==> src/rtl/flash_seq_pkg.sv <==
package flash_seq_pkg;

    localparam logic [2:0] OP_PAGE  = 3'd0;
    localparam logic [2:0] OP_SECT  = 3'd1;
    localparam logic [2:0] OP_BLOCK = 3'd2;
    localparam logic [2:0] OP_CHIP  = 3'd3;
    localparam logic [2:0] OP_WRSR  = 3'd4;

    localparam logic [7:0] CMD_WEN  = 8'h06;
    localparam logic [7:0] CMD_RDSR = 8'h05;

    typedef enum logic [2:0] {
        ST_IDLE, ST_WEN, ST_GAP, ST_CMD, ST_ADDR, ST_DATA, ST_POLL
    } seq_st_e;

    typedef struct packed {
        logic [2:0]  op;
        logic [23:0] addr;
        logic [7:0]  len_m1;
    } seq_req_t;

    function automatic logic [7:0] op_code(input logic [2:0] op);
        case (op)
            OP_PAGE:  op_code = 8'h02;
            OP_SECT:  op_code = 8'h20;
            OP_BLOCK: op_code = 8'hD8;
            OP_WRSR:  op_code = 8'h01;
            default:  op_code = 8'hC7;
        endcase
    endfunction

    function automatic logic [7:0] addr_byte(input logic [23:0] a, input logic [7:0] idx);
        case (idx)
            8'd0:    addr_byte = a[23:16];
            8'd1:    addr_byte = a[15:8];
            default: addr_byte = a[7:0];
        endcase
    endfunction

endpackage

==> src/rtl/flash_spi_shift.sv <==
module flash_spi_shift #(
    parameter int SCLK_DIV = 2
) (
    input  logic       clk,
    input  logic       rst,
    input  logic       start,
    input  logic [7:0] tx,
    input  logic       miso,
    output logic       sclk,
    output logic       mosi,
    output logic       done,
    output logic [7:0] rx
);
    localparam int CW = $clog2(SCLK_DIV + 1);

    logic [CW-1:0] cnt;
    logic [2:0]    bitn;
    logic [7:0]    sh;
    logic          act;

    assign mosi = sh[7];

    always_ff @(posedge clk) begin
        if (rst) begin
            act  <= 1'b0;
            cnt  <= '0;
            bitn <= '0;
            sh   <= '0;
            rx   <= '0;
            sclk <= 1'b0;
            done <= 1'b0;
        end else begin
            done <= 1'b0;
            if (!act) begin
                if (start) begin
                    act  <= 1'b1;
                    sh   <= tx;
                    cnt  <= '0;
                    bitn <= '0;
                end
            end else if (cnt == CW'(SCLK_DIV - 1)) begin
                cnt <= '0;
                if (!sclk) begin
                    sclk <= 1'b1;
                    rx   <= {rx[6:0], miso};
                end else begin
                    sclk <= 1'b0;
                    if (bitn == 3'd7) begin
                        act  <= 1'b0;
                        done <= 1'b1;
                    end else begin
                        bitn <= bitn + 3'd1;
                        sh   <= {sh[6:0], 1'b0};
                    end
                end
            end else begin
                cnt <= cnt + CW'(1);
            end
        end
    end
endmodule

==> src/rtl/flash_seq_ctrl.sv <==
module flash_seq_ctrl
    import flash_seq_pkg::*;
#(
    parameter int CS_GAP    = 3,
    parameter int TMO_POLLS = 1000
) (
    input  logic       clk,
    input  logic       rst,
    input  logic       req_valid,
    input  seq_req_t   req,
    output logic       req_ready,
    input  logic       wr_valid,
    input  logic [7:0] wr_data,
    output logic       wr_ready,
    output logic       done,
    output logic       err_prot,
    output logic       err_timeout,
    output logic       cs_n,
    output logic       sh_start,
    output logic [7:0] sh_tx,
    input  logic       sh_done,
    input  logic [7:0] sh_rx
);
    localparam int GW = $clog2(CS_GAP + 1);
    localparam int TW = $clog2(TMO_POLLS + 1);

    seq_st_e       st, ret;
    seq_req_t      cur;
    logic [7:0]    bcnt;
    logic          pend;
    logic [GW-1:0] gcnt;
    logic [TW-1:0] pcnt;
    logic          in_byte;
    logic [7:0]    last_data;

    assign in_byte   = (st == ST_WEN) || (st == ST_CMD) || (st == ST_ADDR) ||
                       (st == ST_DATA) || (st == ST_POLL);
    assign sh_start  = in_byte && !pend && ((st != ST_DATA) || wr_valid);
    assign wr_ready  = (st == ST_DATA) && !pend && wr_valid;
    assign req_ready = (st == ST_IDLE);
    assign last_data = (cur.op == OP_PAGE) ? cur.len_m1 : 8'd0;

    always_comb begin
        case (st)
            ST_WEN:  sh_tx = CMD_WEN;
            ST_CMD:  sh_tx = op_code(cur.op);
            ST_ADDR: sh_tx = addr_byte(cur.addr, bcnt);
            ST_DATA: sh_tx = wr_data;
            ST_POLL: sh_tx = (bcnt == 8'd0) ? CMD_RDSR : 8'h00;
            default: sh_tx = 8'h00;
        endcase
    end

    always_ff @(posedge clk) begin
        if (rst) begin
            st          <= ST_IDLE;
            ret         <= ST_IDLE;
            cur         <= '0;
            bcnt        <= '0;
            pend        <= 1'b0;
            gcnt        <= '0;
            pcnt        <= '0;
            cs_n        <= 1'b1;
            done        <= 1'b0;
            err_prot    <= 1'b0;
            err_timeout <= 1'b0;
        end else begin
            done        <= 1'b0;
            err_prot    <= 1'b0;
            err_timeout <= 1'b0;
            if (sh_start) pend <= 1'b1;
            case (st)
                ST_IDLE: if (req_valid) begin
                    cur  <= req;
                    st   <= ST_WEN;
                    cs_n <= 1'b0;
                    bcnt <= '0;
                    pcnt <= '0;
                end
                ST_GAP: if (gcnt == GW'(CS_GAP - 1)) begin
                    gcnt <= '0;
                    st   <= ret;
                    if (ret != ST_IDLE) cs_n <= 1'b0;
                end else begin
                    gcnt <= gcnt + GW'(1);
                end
                ST_WEN: if (sh_done) begin
                    pend <= 1'b0;
                    cs_n <= 1'b1;
                    st   <= ST_GAP;
                    ret  <= ST_CMD;
                end
                ST_CMD: if (sh_done) begin
                    pend <= 1'b0;
                    if (cur.op == OP_WRSR) begin
                        st <= ST_DATA;
                    end else if (cur.op == OP_PAGE || cur.op == OP_SECT || cur.op == OP_BLOCK) begin
                        st <= ST_ADDR;
                    end else begin
                        cs_n <= 1'b1;
                        st   <= ST_GAP;
                        ret  <= ST_POLL;
                    end
                end
                ST_ADDR: if (sh_done) begin
                    pend <= 1'b0;
                    if (bcnt == 8'd2) begin
                        bcnt <= '0;
                        if (cur.op == OP_PAGE) begin
                            st <= ST_DATA;
                        end else begin
                            cs_n <= 1'b1;
                            st   <= ST_GAP;
                            ret  <= ST_POLL;
                        end
                    end else begin
                        bcnt <= bcnt + 8'd1;
                    end
                end
                ST_DATA: if (sh_done) begin
                    pend <= 1'b0;
                    if (bcnt == last_data) begin
                        bcnt <= '0;
                        cs_n <= 1'b1;
                        st   <= ST_GAP;
                        ret  <= ST_POLL;
                    end else begin
                        bcnt <= bcnt + 8'd1;
                    end
                end
                ST_POLL: if (sh_done) begin
                    pend <= 1'b0;
                    if (bcnt == 8'd0) begin
                        bcnt <= 8'd1;
                    end else begin
                        bcnt <= 8'd2;
                        if ((bcnt == 8'd1) && !sh_rx[0] && !sh_rx[1]) begin
                            err_prot <= 1'b1;
                            done     <= 1'b1;
                            cs_n     <= 1'b1;
                            st       <= ST_GAP;
                            ret      <= ST_IDLE;
                            bcnt     <= '0;
                        end else if (!sh_rx[0]) begin
                            done <= 1'b1;
                            cs_n <= 1'b1;
                            st   <= ST_GAP;
                            ret  <= ST_IDLE;
                            bcnt <= '0;
                        end else if (pcnt == TW'(TMO_POLLS - 1)) begin
                            err_timeout <= 1'b1;
                            done        <= 1'b1;
                            cs_n        <= 1'b1;
                            st          <= ST_GAP;
                            ret         <= ST_IDLE;
                            bcnt        <= '0;
                        end else begin
                            pcnt <= pcnt + TW'(1);
                        end
                    end
                end
                default: st <= ST_IDLE;
            endcase
        end
    end
endmodule

==> src/rtl/flash_prog_seq.sv <==
module flash_prog_seq
    import flash_seq_pkg::*;
#(
    parameter int SCLK_DIV  = 2,
    parameter int CS_GAP    = 3,
    parameter int TMO_POLLS = 1000
) (
    input  logic        clk,
    input  logic        rst,
    input  logic        req_valid,
    output logic        req_ready,
    input  logic [2:0]  req_op,
    input  logic [23:0] req_addr,
    input  logic [7:0]  req_len_m1,
    input  logic        wr_valid,
    input  logic [7:0]  wr_data,
    output logic        wr_ready,
    output logic        done,
    output logic        err_prot,
    output logic        err_timeout,
    output logic        sclk,
    output logic        cs_n,
    output logic        mosi,
    input  logic        miso
);
    seq_req_t   req;
    logic       sh_start;
    logic [7:0] sh_tx;
    logic       sh_done;
    logic [7:0] sh_rx;

    assign req = '{op: req_op, addr: req_addr, len_m1: req_len_m1};

    flash_seq_ctrl #(
        .CS_GAP    (CS_GAP),
        .TMO_POLLS (TMO_POLLS)
    ) u_ctrl (
        .clk         (clk),
        .rst         (rst),
        .req_valid   (req_valid),
        .req         (req),
        .req_ready   (req_ready),
        .wr_valid    (wr_valid),
        .wr_data     (wr_data),
        .wr_ready    (wr_ready),
        .done        (done),
        .err_prot    (err_prot),
        .err_timeout (err_timeout),
        .cs_n        (cs_n),
        .sh_start    (sh_start),
        .sh_tx       (sh_tx),
        .sh_done     (sh_done),
        .sh_rx       (sh_rx)
    );

    flash_spi_shift #(
        .SCLK_DIV (SCLK_DIV)
    ) u_shift (
        .clk   (clk),
        .rst   (rst),
        .start (sh_start),
        .tx    (sh_tx),
        .miso  (miso),
        .sclk  (sclk),
        .mosi  (mosi),
        .done  (sh_done),
        .rx    (sh_rx)
    );
endmodule

==> config.mk <==
export PLATFORM = sky130hd
export DESIGN_NAME = flash_prog_seq
export DESIGN_NICKNAME = d
export VERILOG_FILES = /design/src/rtl/flash_seq_pkg.sv /design/src/rtl/flash_spi_shift.sv /design/src/rtl/flash_seq_ctrl.sv /design/src/rtl/flash_prog_seq.sv
export SDC_FILE = /design/constraint.sdc
export NUM_CORES = 1
export LEC_CHECK = 0
export ABC_AREA = 1
export BUFFER_PORTS_ARGS = -buffer_cell sky130_fd_sc_hd__buf_2
export CAP_MARGIN = 20
export CORE_MARGIN = 10
export CORE_UTILIZATION = 60
export CTS_BUF_LIST = sky130_fd_sc_hd__clkbuf_16
export DETAILED_ROUTE_END_ITERATION = 16
export MAX_ROUTING_LAYER = met4
export PLACE_DENSITY = 0.8
export SYNTH_ARGS = -nofsm -noshare
export SYNTH_HDL_FRONTEND = slang
export SYNTH_SLANG_ARGS = --single-unit
==> constraint.sdc <==
create_clock -name clk -period 5.45 [get_ports clk]
set_clock_uncertainty 0.2 [all_clocks]
set_input_delay 0.545 -clock clk [delete_from_list [all_inputs] [get_ports clk]]
set_output_delay 0.545 -clock clk [all_outputs]
set_load 0.02 [all_outputs]
==> results of run 1 <==
## cells in the final DEF, fill, tap and decap left out, types with 5 or more instances in the layout
cell,instances
nand2_1,117
dfxtp_1,84
inv_1,83
a21oi_1,79
nor2_1,56
o21ai_0,55
buf_2,55
nand3_1,48
nand4_1,16
nor3_1,11
o22ai_1,9
clkbuf_16,9
inv_2,8
nand2_2,7
ha_1,7
o21ai_1,6
nor2_2,5
## kinds of logic after synthesis
family                     Yosys count
AOI/OAI and AO/OA                  157
xor gates and xnor gates             2
adders and majority gates            7
buffers and inverters              115
DFF                                 84
and+or+nand+nor                    278
## flip-flops by register name, indices dropped and copies added, names as in the netlist, 3 cells and up
register,count
u_ctrl.ret,3
u_shift.bitn,3
u_ctrl.pcnt,10
u_ctrl.bcnt,8
u_ctrl.cur,35
u_ctrl.st,3
u_shift.sh,8
## report_power, final
part           switching [mW]  internal, mW  total [mW]
Sequential              0.101         0.754       0.855
Clock                   0.252         0.353       0.605
Combinational           0.598         0.261       0.859
## per-layer routing
metal | routed length, um | share of wire [%] | GRT usage, %
met5 | 0 | 0 | -
met4 | 216 | 1.9 | 7.35
met3 | 691 | 6.0 | 4.08
met2 | 5480 | 48 | 34.4
met1 | 5140 | 45 | 26.0
## worst max path at each step
stage | end | slack, ns | depth (start not counted)
2_1_floorplan | wr_ready | 3.42 | 8
6_report | u_ctrl.pcnt[2] | 2.63 | 8
3_3_place_gp | u_ctrl.pcnt[2] | 2.76 | 8
3_5_place_dp | u_ctrl.cur[28] | 2.69 | 6
4_1_cts | u_ctrl.cur[28] | 2.68 | 6
5_1_grt | u_ctrl.cur[21] | 2.24 | 6
## final cells by class
class | count | area (sq um) | share of cell area, %
multi-input combinational | 444 | 2220 | 45.0
sequential | 84 | 1680 | 34.0
inverter | 90 | 338 | 6.84
timing repair buffer | 56 | 283 | 5.72
clock buffer | 9 | 225 | 4.56
tap | 99 | 124 | 2.51
clock inverter | 7 | 67.6 | 1.37
## per-stage QoR
stage	cell area, sq um	setup slack, ns
finish	4940	2.63
global route	4940	2.24
CTS	4940	2.68
global placement	4650	2.76
floorplan	4380	3.42
detailed placement	4650	2.69
==> results.toml, run 1 <==
[floorplanning]
die_h_um = 105
initial_utilization_pct = 61.0
core-area_sq_um = 7180
rows = 31
boundaryPins = 56
fp.dieArea_sq_um = 11100
fp.dieW_um = 105

[critical_path]
r2r_end = "u_ctrl.pcnt[2]"
crit_family = "simple AND/OR/NAND/NOR gates"
crit_buf_inv = 2
worst_path_largest_cell_delay_ns = 0.75
reg2reg_slack_ns = 2.63
endpoint_kind = "register"
r2r_cells = 8
startpoint_type = "register"
worstPathMaxFanout = 63
timing.rr.start = "u_ctrl.st[0]"
critPathMostFrequentCell = "nor2_1"
worst_ep_arrival_time_ns = 2.84
cp_slowest_cell = "nand2_2"
critPathLaunch = "u_ctrl.st[0]"
criticalPathCategory = "reg2reg"
cp.required_ns = 5.48
cp_cell_sequence = "nor2_1 -> inv_1 -> nor2_1 -> nand2_2 -> nand2_1 -> inv_1 -> o21ai_0 -> nor2_1"

[synthesis]
async_reset_ff_share_pct = 0
yosysMostFrequentCell = "nand2_1"
synth_cells = 643
yosysSeqAreaShare_pct = 38.4
synth-xor-area-share_pct = 0.400
avgSynthCellArea_sq_um = 6.81
synth_top_family_by_area = "simple AND/OR/NAND/NOR gates"
synth_cell_types = 33
synthAdderAreaFrac_pct = 2.00
netlist_area_sq_um = 4380
synth_top_area_share_pct = 38.4
synthSimpleGateAreaFrac_pct = 29.6
synth_warnings = 0
synth_commonest_cells = "117 x nand2_1, 84 x dfxtp_1, 82 x inv_1"
synth_edf_count = 0
synth-main-ff-cell = "dfxtp_1"
synth-compound-area-share_pct = 18.7
synth_mux_area_share_pct = 0
synth_top_area_cell = "dfxtp_1"
ys_seq_elements = 84
synthTopCellsByArea = "dfxtp_1 38%, nand2_1 10%, a21oi_1 9.0%"
syn_nets = 698

[sta]
relSlewSlack_pct = 36.5
whs_ns = 0.228
finalSetupTns_ns = 0
setup-violations-final = 0
worstMarginPinSlew_ns = 0.948
hold_violations = 0
slew_violations = 0
max_freq_mhz = 355
rsz0062_at_grt = "no"
fin_crit_ns = 2.82
fin_crit_sh_pct = 51.7

[clock_network]
cts_num_sinks = 84
cts.htree.levels = 3
root_buffer = "clkbuf_16"
numCtsBuffers = 9
cts_buffer_depth = 2
cts_setup_buffers = 0
clk_pin_slew_ns = 0.07
ctsHoldBuffers = 0
clock_latency_ns = 0.34
cts_tree = "done"
cts_resized = 0

[cells_and_area]
post-route-util_pct = 68.9
drive_gt1_share_pct = 14.8
nNetsFinal = 740
antenna_cells = 0
stdcell_count = 789
n_fill_cell = 642
syn_to_final_growth_pct = 12.8

[worst_hold_path]
hold_end = "u_ctrl.err_prot"
hold_start = "u_shift.rx[1]"
hold_depth = 1
hp-class = "reg2reg"

[routing]
routedWlPerCell_um = 14.6
postRouteAntennaNets = 0
firstDrtPassIters = 5
initialDrtViolationCount = 279
vias = 4421
routed_wl_mm = 11.5
drc = 0
viasPerCell = 5.60

[global_routing]
grt_max_degree = 64
antenna_found_initial = 0
track_usage_pct = 21.3
grt_pass1_vias = 4167
grt_pass1_wl_mm = 19.2
overflow = 0

[pwr]
total_power_mw = 2.32
power_density_nw_per_um2 = 469
irDropWorstVdd_mv = 0.263
p_leak_nw = 2.22

[placement]
port_buffers = 55
dp_hpwl_mm = 8.48
gp_congestion = 0.992
placedCellCount = 773

[flow_run]
maxCapViolCount = 0

[status]
status = "finished, final reports clean"
(Power assumes the default switching activity.)
==> run 2, diff against run 1 <==
--- a/config.mk
+++ b/config.mk
@@ -9,11 +9,11 @@
 export BUFFER_PORTS_ARGS = -buffer_cell sky130_fd_sc_hd__buf_2
 export CAP_MARGIN = 20
 export CORE_MARGIN = 10
-export CORE_UTILIZATION = 60
+export CORE_UTILIZATION = 58
 export CTS_BUF_LIST = sky130_fd_sc_hd__clkbuf_16
 export DETAILED_ROUTE_END_ITERATION = 16
 export MAX_ROUTING_LAYER = met4
-export PLACE_DENSITY = 0.8
+export PLACE_DENSITY = 0.78
 export SYNTH_ARGS = -nofsm -noshare
 export SYNTH_HDL_FRONTEND = slang
 export SYNTH_SLANG_ARGS = --single-unit
==> constraint.sdc (replaced) <==
create_clock -name clk -period 2.66 [get_ports clk]
set_clock_uncertainty 0.2 [all_clocks]
set_input_delay 0.266 -clock clk [delete_from_list [all_inputs] [get_ports clk]]
set_output_delay 0.266 -clock clk [all_outputs]
set_load 0.02 [all_outputs]
==> run 2 against run 1 <==
Count of clock-buffer cells in the layout stayed put. Critical path depth fell by 1. Final cell count rose by 1.5%. Largest cell class unchanged. Setup slack got worse by 2.4 ns. Routed wire length up 2.3%. Via count down 0.45%. Non-clock buffer count increased by 12. Global-route usage about the same. Combinational power increased by 120%. Sequential power is 100% higher. Die area up 2.8%. Power increased by 110%.
==> results.toml, run 2 (synthesis results as in run 1) <==
[cells_and_area]
n_fill_cell = 660
antenna_cells = 0
nNetsFinal = 752
layout_common_cells = "117 x nand2_1, 84 x dfxtp_1, 82 x inv_1"
reg_top3 = "u_ctrl.cur: 35 flops, u_ctrl.pcnt: 10 flops"
final_cell_area_sq_um = 5060
layout_commonest_cell = "nand2_1"
drive_gt1_share_pct = 16.1
top_register = "u_ctrl.cur"
largest_reg_flops = 35
syn_to_final_growth_pct = 15.6

[pwr]
p_leak_nw = 2.29
power.internal_mw = 2.90
seqPwrFrac_pct = 35.3
p_comb_share_pct = 38.5
swShare_pct = 41.0
irDropWorstVdd_mv = 0.519
pwr-share-clk_pct = 26.2
power_density_nw_per_um2 = 972
total_power_mw = 4.92
p_switching_mw = 2.02

[worst_hold_path]
hold_end = "u_ctrl.cur[28]"
hold_start = "req_addr[20]"
hp-class = "in2reg"
hold_depth = 3

[global_routing]
grt_pass1_wl_mm = 19.6
antenna_found_initial = 0
overflow = 0
grt_pass1_vias = 4151
grt_max_degree = 36
track_usage_pct = 21.3

[sta]
setup-violations-final = 0
finalSetupTns_ns = 0
max_freq_mhz = 405
fin_crit_sh_pct = 92.8
hold_violations = 0
worstMarginPinSlew_ns = 0.614
fin_crit_ns = 2.47
relSlewSlack_pct = 58.6
slew_violations = 0
rsz0062_at_grt = "no"

[clock_network]
clock_latency_ns = 0.33
cts_buffer_depth = 2
numCtsBuffers = 9
clk_pin_slew_ns = 0.07
cts_setup_buffers = 0
root_buffer = "clkbuf_16"
cts.htree.levels = 3
cts_tree = "done"
cts_num_sinks = 84

[floorplanning]
die_h_um = 107
rows = 31
fp.dieW_um = 107
core-area_sq_um = 7290
boundaryPins = 56
fp.dieArea_sq_um = 11400
initial_utilization_pct = 60.1

[critical_path]
timing.rr.start = "u_ctrl.st[0]"
worst-path-stages = 7
criticalPathCategory = "reg2out"
cp_cell_sequence = "nand2_4 -> inv_1 -> nand2_1 -> inv_1 -> nand2_1 -> nor2_1 -> buf_2"
crit_family = "buffers and inverters"
worst_ep_arrival_time_ns = 2.00
crit_buf_inv = 3
endpoint_kind = "output port"
worstPathMaxFanout = 11
reg2reg_slack_ns = 0.40
worst_path_largest_cell_delay_ns = 0.62
r2r_end = "u_ctrl.pcnt[3]"
startpoint_type = "register"
cp_slowest_cell = "dfxtp_1"
cp.required_ns = 2.19
r2r_cells = 9

[routing]
postRouteAntennaNets = 0
drc = 0
routed_wl_mm = 11.8
routedWlPerCell_um = 14.7
initialDrtViolationCount = 266
vias = 4401
firstDrtPassIters = 5
viasPerCell = 5.49

[placement]
dp_hpwl_mm = 9.10
gp_congestion = 0.936
place_area_sq_um = 4740
port_buffers = 55

[status]
status = "finished, final reports clean"

[flow_run]
maxCapViolCount = 0
run 2: per-layer routing:
| layer | share of wire [%] | up-vias | global-route usage, % |
|---|---|---|---|
| met5 | 0 | - | - |
| met4 | 3.1 | 0 | 10.3 |
| met3 | 5.7 | 32 | 2.81 |
| met2 | 46 | 164 | 33.3 |
| met1 | 45 | 1966 | 26.5 |
| li1 | - | 2239 | - |
run 2: worst register-to-register path: cells and delay by family (launching register included):
family | cells | cell delay, ns
buf+inv | 3 | 0.52
compound gates | 3 | 0.36
flops | 1 | 0.56
simple gates | 3 | 0.53
run 2: area by class of cell:
class                   count  area, sq um  area share, %
multi-input cells         444         2220           43.9
flip-flops and latches     84         1680           33.2
repair buffers             68          390           7.71
inverters                  90          338           6.67
clock buffers               9          225           4.45
well taps                  99          124           2.45
clock inverters             7         82.6           1.63
run 2: how the worst max path moves through the flow:
stage	startpoint	endpoint	slack, ns
floorplan	u_ctrl.st[0]	u_ctrl.cur[10]	0.88
global placement	u_ctrl.st[2]	u_shift.sh[1]	0.41
detailed placement	u_ctrl.st[0]	u_ctrl.pcnt[3]	0.39
CTS	u_ctrl.st[2]	wr_ready	0.19
global route	u_ctrl.st[2]	wr_ready	0.03
finish	u_ctrl.st[2]	wr_ready	0.19
run 2: repair_timing:
action	in CTS	in global routing
hold buffers	2	0
gates resized for setup	0	0
hold endpoints to repair	2	0
run 2: power by group through the flow:
stage / Combinational, mW / Sequential, mW / Clock (mW)
finish: 1.90 / 1.74 / 1.29
global route: 2.14 / 1.77 / 1.35
CTS: 1.88 / 1.73 / 1.30
detailed placement: 1.87 / 1.76 / 0
global placement: 1.85 / 1.75 / 0
floorplan: 1.44 / 1.70 / 0
run 2: stage by stage:
step	utilization [%]	setup WS, ns	hold WS [ns]	cells
floorplan	-	0.880	0.194	643
global placement	64.9	0.411	0.216	783
detailed placement	64.9	0.393	0.211	783
CTS	69.4	0.190	0.00123	801
global route	69.4	0.0347	0.0233	801
finish	69.4	0.193	0.00503	801
